--- src/rtl/cmpcond_pkg.sv ---
package cmpcond_pkg;
  // Edge strobes handed from the control to the datapath, one per comparator
  typedef struct packed {
    logic rise;
    logic fall;
  } edgeStrobe_t;
endpackage

--- src/rtl/cmpcond_ctrl.sv ---
module cmpcond_ctrl
  import cmpcond_pkg::*;
#(
  parameter int NCMP = 2
) (
  input  logic                  clk,
  input  logic                  rstN,
  input  logic [NCMP-1:0]       finalOut,
  input  logic [NCMP-1:0]       cmpEn,
  input  logic [2*NCMP-1:0]     edgeSense,
  output edgeStrobe_t [NCMP-1:0] strobes,
  input  logic [NCMP-1:0]       riseEvt,
  input  logic [NCMP-1:0]       fallEvt
);
  logic [NCMP-1:0] prevOut;

  always_ff @(posedge clk or negedge rstN) begin
    if (!rstN) prevOut <= '0;
    else       prevOut <= finalOut;
  end

  for (genvar i = 0; i < NCMP; i++) begin : g_edge
    always_comb begin
      strobes[i].rise = cmpEn[i] & edgeSense[2*i]   &  finalOut[i] & ~prevOut[i];
      strobes[i].fall = cmpEn[i] & edgeSense[2*i+1] & ~finalOut[i] &  prevOut[i];
    end

    // a rising event cannot repeat on the next cycle
    a_r9_rise_once: assert property (@(posedge clk) disable iff (!rstN)
      riseEvt[i] |=> !riseEvt[i]);
    // a falling event cannot repeat on the next cycle
    a_r10_fall_once: assert property (@(posedge clk) disable iff (!rstN)
      fallEvt[i] |=> !fallEvt[i]);
    // never both directions at once
    a_r10_excl: assert property (@(posedge clk) disable iff (!rstN)
      !(riseEvt[i] && fallEvt[i]));
  end
endmodule

--- src/rtl/cmpcond_dp.sv ---
module cmpcond_dp
  import cmpcond_pkg::*;
#(
  parameter int NCMP  = 2,
  parameter int SEL_W = 5,
  parameter int NSRC  = 3
) (
  input  logic                   clk,
  input  logic                   rstN,
  input  logic [NCMP-1:0]        rawCmp,
  input  logic [NCMP-1:0]        cmpEn,
  input  logic [NCMP-1:0]        cmpInv,
  input  logic [NCMP*SEL_W-1:0]  blankSel,
  input  logic [NCMP*NSRC-1:0]   blankSrc,
  input  logic [NCMP-1:0]        winSel,
  input  edgeStrobe_t [NCMP-1:0] strobes,
  output logic [NCMP-1:0]        status,
  output logic [NCMP-1:0]        finalOut,
  output logic [NCMP-1:0]        riseEvt,
  output logic [NCMP-1:0]        fallEvt
);
  localparam int RSV_W = SEL_W - NSRC;

  logic [NCMP-1:0] blankOn;
  logic [NCMP-1:0] selValid;

  for (genvar i = 0; i < NCMP; i++) begin : g_cond
    logic [SEL_W-1:0] sel;
    logic [NSRC-1:0]  src;
    logic             polOut;
    assign sel = blankSel[i*SEL_W +: SEL_W];
    assign src = blankSrc[i*NSRC +: NSRC];

    if (RSV_W > 0) begin : g_rsv
      assign selValid[i] = (sel[SEL_W-1:NSRC] == '0);
    end else begin : g_norsv
      assign selValid[i] = 1'b1;
    end

    assign blankOn[i] = selValid[i] & (|(sel[NSRC-1:0] & src));
    assign polOut     = cmpEn[i] & (rawCmp[i] ^ cmpInv[i]);
    assign status[i]  = polOut & ~blankOn[i];

    localparam int PARTNER = (i % 2 == 0) ? i + 1 : i - 1;
    assign finalOut[i] = winSel[i] ? (status[i] ^ status[PARTNER]) : status[i];

    always_ff @(posedge clk or negedge rstN) begin
      if (!rstN) begin
        riseEvt[i] <= 1'b0;
        fallEvt[i] <= 1'b0;
      end else begin
        riseEvt[i] <= strobes[i].rise;
        fallEvt[i] <= strobes[i].fall;
      end
    end

    // disabled comparator reports zero status
    a_r2_dis_zero: assert property (@(posedge clk) disable iff (!rstN)
      !cmpEn[i] |-> !status[i]);
    // no event after an edge at which the comparator was disabled
    a_r2_dis_no_evt: assert property (@(posedge clk) disable iff (!rstN)
      !cmpEn[i] |=> !(riseEvt[i] || fallEvt[i]));
    // picked source 0 active under a valid code blanks the output
    a_r4_blank_src0: assert property (@(posedge clk) disable iff (!rstN)
      (sel[0] && src[0] && sel[SEL_W-1:NSRC] == '0) |-> !status[i]);
    // reserved code leaves the polarity result untouched
    a_r5_rsv_pass: assert property (@(posedge clk) disable iff (!rstN)
      (cmpEn[i] && sel[SEL_W-1:NSRC] != '0) |-> (status[i] == (rawCmp[i] ^ cmpInv[i])));
  end
endmodule

--- src/rtl/cmp_out_cond.sv ---
module cmp_out_cond
  import cmpcond_pkg::*;
#(
  parameter int NCMP  = 2,
  parameter int SEL_W = 5,
  parameter int NSRC  = 3
) (
  input  logic                  clk,
  input  logic                  rstN,
  input  logic [NCMP-1:0]       rawCmp,
  input  logic [NCMP-1:0]       cmpEn,
  input  logic [NCMP-1:0]       cmpInv,
  input  logic [NCMP*SEL_W-1:0] blankSel,
  input  logic [NCMP*NSRC-1:0]  blankSrc,
  input  logic [NCMP-1:0]       winSel,
  input  logic [2*NCMP-1:0]     edgeSense,
  output logic [NCMP-1:0]       cmpStatus,
  output logic [NCMP-1:0]       pinOut,
  output logic [NCMP-1:0]       timOut,
  output logic [NCMP-1:0]       riseEvt,
  output logic [NCMP-1:0]       fallEvt
);
  edgeStrobe_t [NCMP-1:0] strobes;
  logic [NCMP-1:0]        finalOut;

  cmpcond_dp #(.NCMP(NCMP), .SEL_W(SEL_W), .NSRC(NSRC)) u_dp (
    .clk(clk), .rstN(rstN), .rawCmp(rawCmp), .cmpEn(cmpEn), .cmpInv(cmpInv),
    .blankSel(blankSel), .blankSrc(blankSrc), .winSel(winSel),
    .strobes(strobes), .status(cmpStatus), .finalOut(finalOut),
    .riseEvt(riseEvt), .fallEvt(fallEvt)
  );

  cmpcond_ctrl #(.NCMP(NCMP)) u_ctrl (
    .clk(clk), .rstN(rstN), .finalOut(finalOut), .cmpEn(cmpEn),
    .edgeSense(edgeSense), .strobes(strobes),
    .riseEvt(riseEvt), .fallEvt(fallEvt)
  );

  assign pinOut = finalOut;
  assign timOut = finalOut;

  // no events during reset
  always_comb begin
    if (!rstN) a_r1_reset_quiet: assert ((riseEvt == '0) && (fallEvt == '0));
  end
endmodule

--- config.mk ---
export PLATFORM = sky130hd
export DESIGN_NAME = cmp_out_cond
export DESIGN_NICKNAME = d
export VERILOG_FILES = /design/src/rtl/cmpcond_pkg.sv /design/src/rtl/cmpcond_ctrl.sv /design/src/rtl/cmpcond_dp.sv /design/src/rtl/cmp_out_cond.sv
export SDC_FILE = /design/constraint.sdc
export NUM_CORES = 1
export LEC_CHECK = 0
export BUFFER_PORTS_ARGS = -buffer_cell sky130_fd_sc_hd__buf_2
export CORE_AREA = 5 5 42 44
export CTS_CLUSTER_DIAMETER = 150
export CTS_CLUSTER_SIZE = 8
export DETAILED_ROUTE_END_ITERATION = 12
export DIE_AREA = 0 0 47 49
export PLACE_DENSITY = 0.64
export SLEW_MARGIN = 20
export SYNTH_ARGS = -nofsm -noshare
export SYNTH_HDL_FRONTEND = slang
export SYNTH_HIERARCHICAL = 1
export SYNTH_SLANG_ARGS = --single-unit
export TNS_END_PERCENT = 100
--- constraint.sdc ---
create_clock -name clk -period 3.3 [get_ports clk]
set_input_delay 0.66 -clock clk [delete_from_list [all_inputs] [get_ports clk]]
set_output_delay 0.66 -clock clk [all_outputs]
set_load 0.005 [all_outputs]
=== Word-level counts from Yosys, hierarchy flattened ===
Cells that the tools add are included.

* Register bits: 6
* Input bits: 30
* Word-level logic and storage cells: 40

* Multiplexer cells: 2
* Bitwise gates (word level): 29
* Reduce and logical (&&, ||, !) cells: 4

{| class="wikitable"
|+ Operators by type and width
! operator !! count
|-
| $and A1 B1 Y1 || 18
|-
| $and A3 B3 Y3 || 2
|-
| $not A1 Y1 || 6
|-
| $reduce_or A3 Y1 || 2
|-
| $logic_not A2 Y1 || 2
|-
| $xor A1 B1 Y1 || 3
|-
| $mux W1 || 2
|}

=== Depth between registers and ports, before layout ===
* Depth in word-level cells: 10
* Depth in mapped cells: 4
* Mapped depth without buffers: 4

=== Hierarchy ===
Netlist, hierarchy kept.

{| class="wikitable"
|+ By module, submodules not included
! module !! instances !! cells each !! area an instance (um2)
|-
| cmpcond_dp || 1 || 16 || 207.7
|-
| cmpcond_ctrl || 1 || 6 || 90.1
|-
| cmp_out_cond || 1 || 2 || 15.0
|}

=== Worst setup path after synthesis ===
Ideal clock, no wire load.

* Path kind: input -> output
* From: input port blankSel[5]
* To: output port timOut[0]
* Data arrival time: 1.661 ns
* Slack: 0.979 ns
* Stages: 4
* Buffers on the path: 1
* Cell sequence: a222oi_1 -> o311ai_0 -> xnor2_1 -> buf_4

* Cells in the longest elaborated chain, start to end: 7

{| class="wikitable"
|+ RTL lines
! item !! line !! RTL
|-
| start, declared || cmp_out_cond.sv:13 || <nowiki>input logic [NCMP*SEL_W-1:0] blankSel,</nowiki>
|-
| $and A3 B3 Y3 || cmpcond_dp.sv:40 || <nowiki>assign blankOn[i] = selValid[i] & (|(sel[NSRC-1:0] & src));</nowiki>
|-
| $reduce_or A3 Y1 || cmpcond_dp.sv:40 ||
|-
| $and A1 B1 Y1 || cmpcond_dp.sv:40 ||
|-
| $not A1 Y1 || cmpcond_dp.sv:42 || <nowiki>assign status[i] = polOut & ~blankOn[i];</nowiki>
|-
| $and A1 B1 Y1 || cmpcond_dp.sv:42 ||
|-
| $xor A1 B1 Y1 || cmpcond_dp.sv:45 || <nowiki>assign finalOut[i] = winSel[i] ? (status[i] ^ status[PARTNER]) : status[i];</nowiki>
|-
| $mux W1 || cmpcond_dp.sv:45 ||
|-
| end, declared || cmp_out_cond.sv:19 || <nowiki>output logic [NCMP-1:0] timOut,</nowiki>
|}

No other way between the ends.

=== Worst setup path in the final report ===
* From: input port blankSel[5]
* To: output port pinOut[0]

* Cells in the longest elaborated chain, start to end: 7

{| class="wikitable"
|+ RTL lines
! item !! line !! RTL
|-
| $and A3 B3 Y3 || cmpcond_dp.sv:40 ||
|-
| $reduce_or A3 Y1 || cmpcond_dp.sv:40 ||
|-
| $and A1 B1 Y1 || cmpcond_dp.sv:40 ||
|-
| $not A1 Y1 || cmpcond_dp.sv:42 ||
|-
| $and A1 B1 Y1 || cmpcond_dp.sv:42 ||
|-
| $xor A1 B1 Y1 || cmpcond_dp.sv:45 ||
|-
| $mux W1 || cmpcond_dp.sv:45 ||
|-
| end, declared || cmp_out_cond.sv:18 || <nowiki>output logic [NCMP-1:0] pinOut,</nowiki>
|}

No other way between the ends.

==> results.ini <==
[placed_design]
numPortBuffers=39
gp_congestion=0.733
dp.cells=77

[die]
die_h_um=49
die_x_um=47
coreArea_um2=1400
start_util_pct=22.3
dieArea_um2=2300
io_pins=40
rows=14

[power_and_ir_drop]
seq_power_share_pct=41.0
power_density_nw_per_um2=367
vdd_ir_drop_max_uv=115
switching_share_pct=24.6
switchingPower_uw=48.5
finalPower_uw=197
power.leakage_nw=0.315
clkPwrFrac_pct=34.0
combPwrFrac_pct=25.0
internal_power_uw=148

[synth]
avgSynthCellArea_um2=13.0
synth_cell_types=9
yosys_warnings=6
netlist_area_um2=313
syn-instance-count=24
synth_fp_nets=54
yosysSeqAreaShare_pct=48.0
ys_ff_latch=6

[global_routing]
grt_pass1_vias=454
grt_max_degree=7
grt_use_total_pct=10.3
grt_overflow=0
grt_pass1_wl_um=1700
antenna_found_initial=0

[clock_network]
postCtsSetupRepairBufs=0
ctsHtreeMaxLevel=1
cts_tree=done
clk_pin_slew_worst_paths_ns=0.04
cts_root_buf=clkbuf_4
clock_path_buffers=2
cts-resized-gates=0
numCtsBuffers=3
insertion_delay_ns=0.24
cts.sinks=6
ctsHoldBuffers=0

[route]
wirelength_um=1060
vias=388
post-route-drc-count=0
vias_per_cell=4.85
drtPass1Iterations=4
wl_per_cell_um=13.3
drtIter0Drc=5
ant_nets=0

[setup_path]
crit_fanout=5
slowest_delay_ns=0.45
slowest_stage=a222oi_1
cpMostUsedCell=buf_2
arrival_ns=1.91
end_kind=output pin
cp-start-kind=primary input
path_buf_inv=2
ff2ff_setup_slack_ns=2.64
crit_required_ns=2.64
critPathTopFamily=compound AO/OA/AOI/OAI gates
crit_path_cell_trace=buf_2 -> a222oi_1 -> o311ai_0 -> xnor2_1 -> buf_2
critical_path_class=in2out

[status]
outcome=complete, no violations

[timing]
finalCritPeriodShare_pct=78.0
setup_tns_ns=0
slew_violations=0
hold_violations=0
max_freq_mhz=388
relSlewSlack_pct=70.8
setup_viol=0
fin_crit_ns=2.57
finClkSkew_ns=0.0000677
worst_pin_slew_ns=0.438
rsz0062_at_grt=false

[flow_run]
drv_cap=0

[cells_and_area]
final_nets=96
fill_cells=153
ff_latch_area_um2=150
finalNonFillerCells=80
antennaDiodeCount=0
syn2layout_area_growth_pct=71.2
multiInputGateArea_um2=148
drive_gt1_share_pct=68.8

[worst_hold_path]
hold_path.class=in2async

==> worst paths after layout <==
| kind | from | endpoint | cells after the start |
|---|---|---|---|
| setup / recovery | blankSel[5] | pinOut[0] | 5 |
| hold / removal | rstN | u_dp/fallEvt[1] | 1 |
| setup reg to reg | u_ctrl/prevOut[1] | u_dp/riseEvt[1] | 1 |
| hold reg to reg | u_ctrl/prevOut[1] | u_dp/fallEvt[1] | 1 |
| max in group asynchronous | rstN | u_dp/riseEvt[0] | 1 |
| min in group clk | u_ctrl/prevOut[1] | u_dp/fallEvt[1] | 1 |
==> registers in the layout, indices dropped and copies added (netlist names) <==
register        flops
u_ctrl/prevOut      2
u_dp/fallEvt        2
u_dp/riseEvt        2
==> cell usage after synthesis <==
| master | count | share of area, % |
|---|---|---|
| and4b_1 | 4 | 13 |
| o311a_2 | 2 | 7.2 |
| o311ai_0 | 2 | 5.6 |
| dfrtp_1 | 6 | 48 |
| xor2_1 | 2 | 5.6 |
| xnor2_1 | 2 | 5.6 |
| and2_1 | 2 | 4.0 |
| buf_4 | 2 | 4.8 |
| a222oi_1 | 2 | 6.4 |
==> placed cells by master, fill, tap and decap left out, drive strengths merged <==
cell type and n:
buf 39, clkbuf 3, o311a 2, and2 2, xor2 2, and4b 4, xnor2 2, a222oi 2
dfrtp 6, o311ai 2
==> power by group through the flow <==
stage | logic [mW] | registers [mW] | clock network, mW
6_report | 0.0492 | 0.0806 | 0.0668
3_5_place_dp | 0.0502 | 0.0816 | 0
5_1_grt | 0.0551 | 0.0811 | 0.0724
3_3_place_gp | 0.0494 | 0.0816 | 0
4_1_cts | 0.0504 | 0.0806 | 0.0708
2_1_floorplan | 0.0216 | 0.0817 | 0
==> layer usage <==
metal  global-route usage [%]  vias to the layer above  wire (um)
li1                         -                      182          -
met1                     11.7                      167        367
met2                     15.6                       39        455
met3                     4.80                        0        239
met4                     5.53                        0          0
met5                        0                        -          0
==> cell type report <==
class                   count  share of cell area (%)
flip-flops and latches      6                    28.0
multi-input cells          16                    27.6
repair buffers             39                    36.4
clock buffers               3                    4.21
well taps                  16                    3.74
==> cell families (layout without fill, tap and decap cells) <==
kind of cell,Yosys count,in the layout,synth area share [%]
xor+xnor,4,4,11.2
flops,6,6,48.0
buf+inv,2,42,4.80
simple gates,6,6,16.8
compound gates,6,6,19.2
==> stage by stage <==
step           cell area (um^2)  hold WS [ns]  setup WS, ns  utilization (%)
6_report                    536         0.233         0.725             38.2
5_1_grt                     536         0.231         0.609             38.2
4_1_cts                     536         0.228         0.693             38.2
3_5_place_dp                513         0.492         0.697             36.6
3_3_place_gp                513         0.488         0.714             36.6
2_1_floorplan               313         0.364         0.979                -
(Power assumes the default switching activity.)
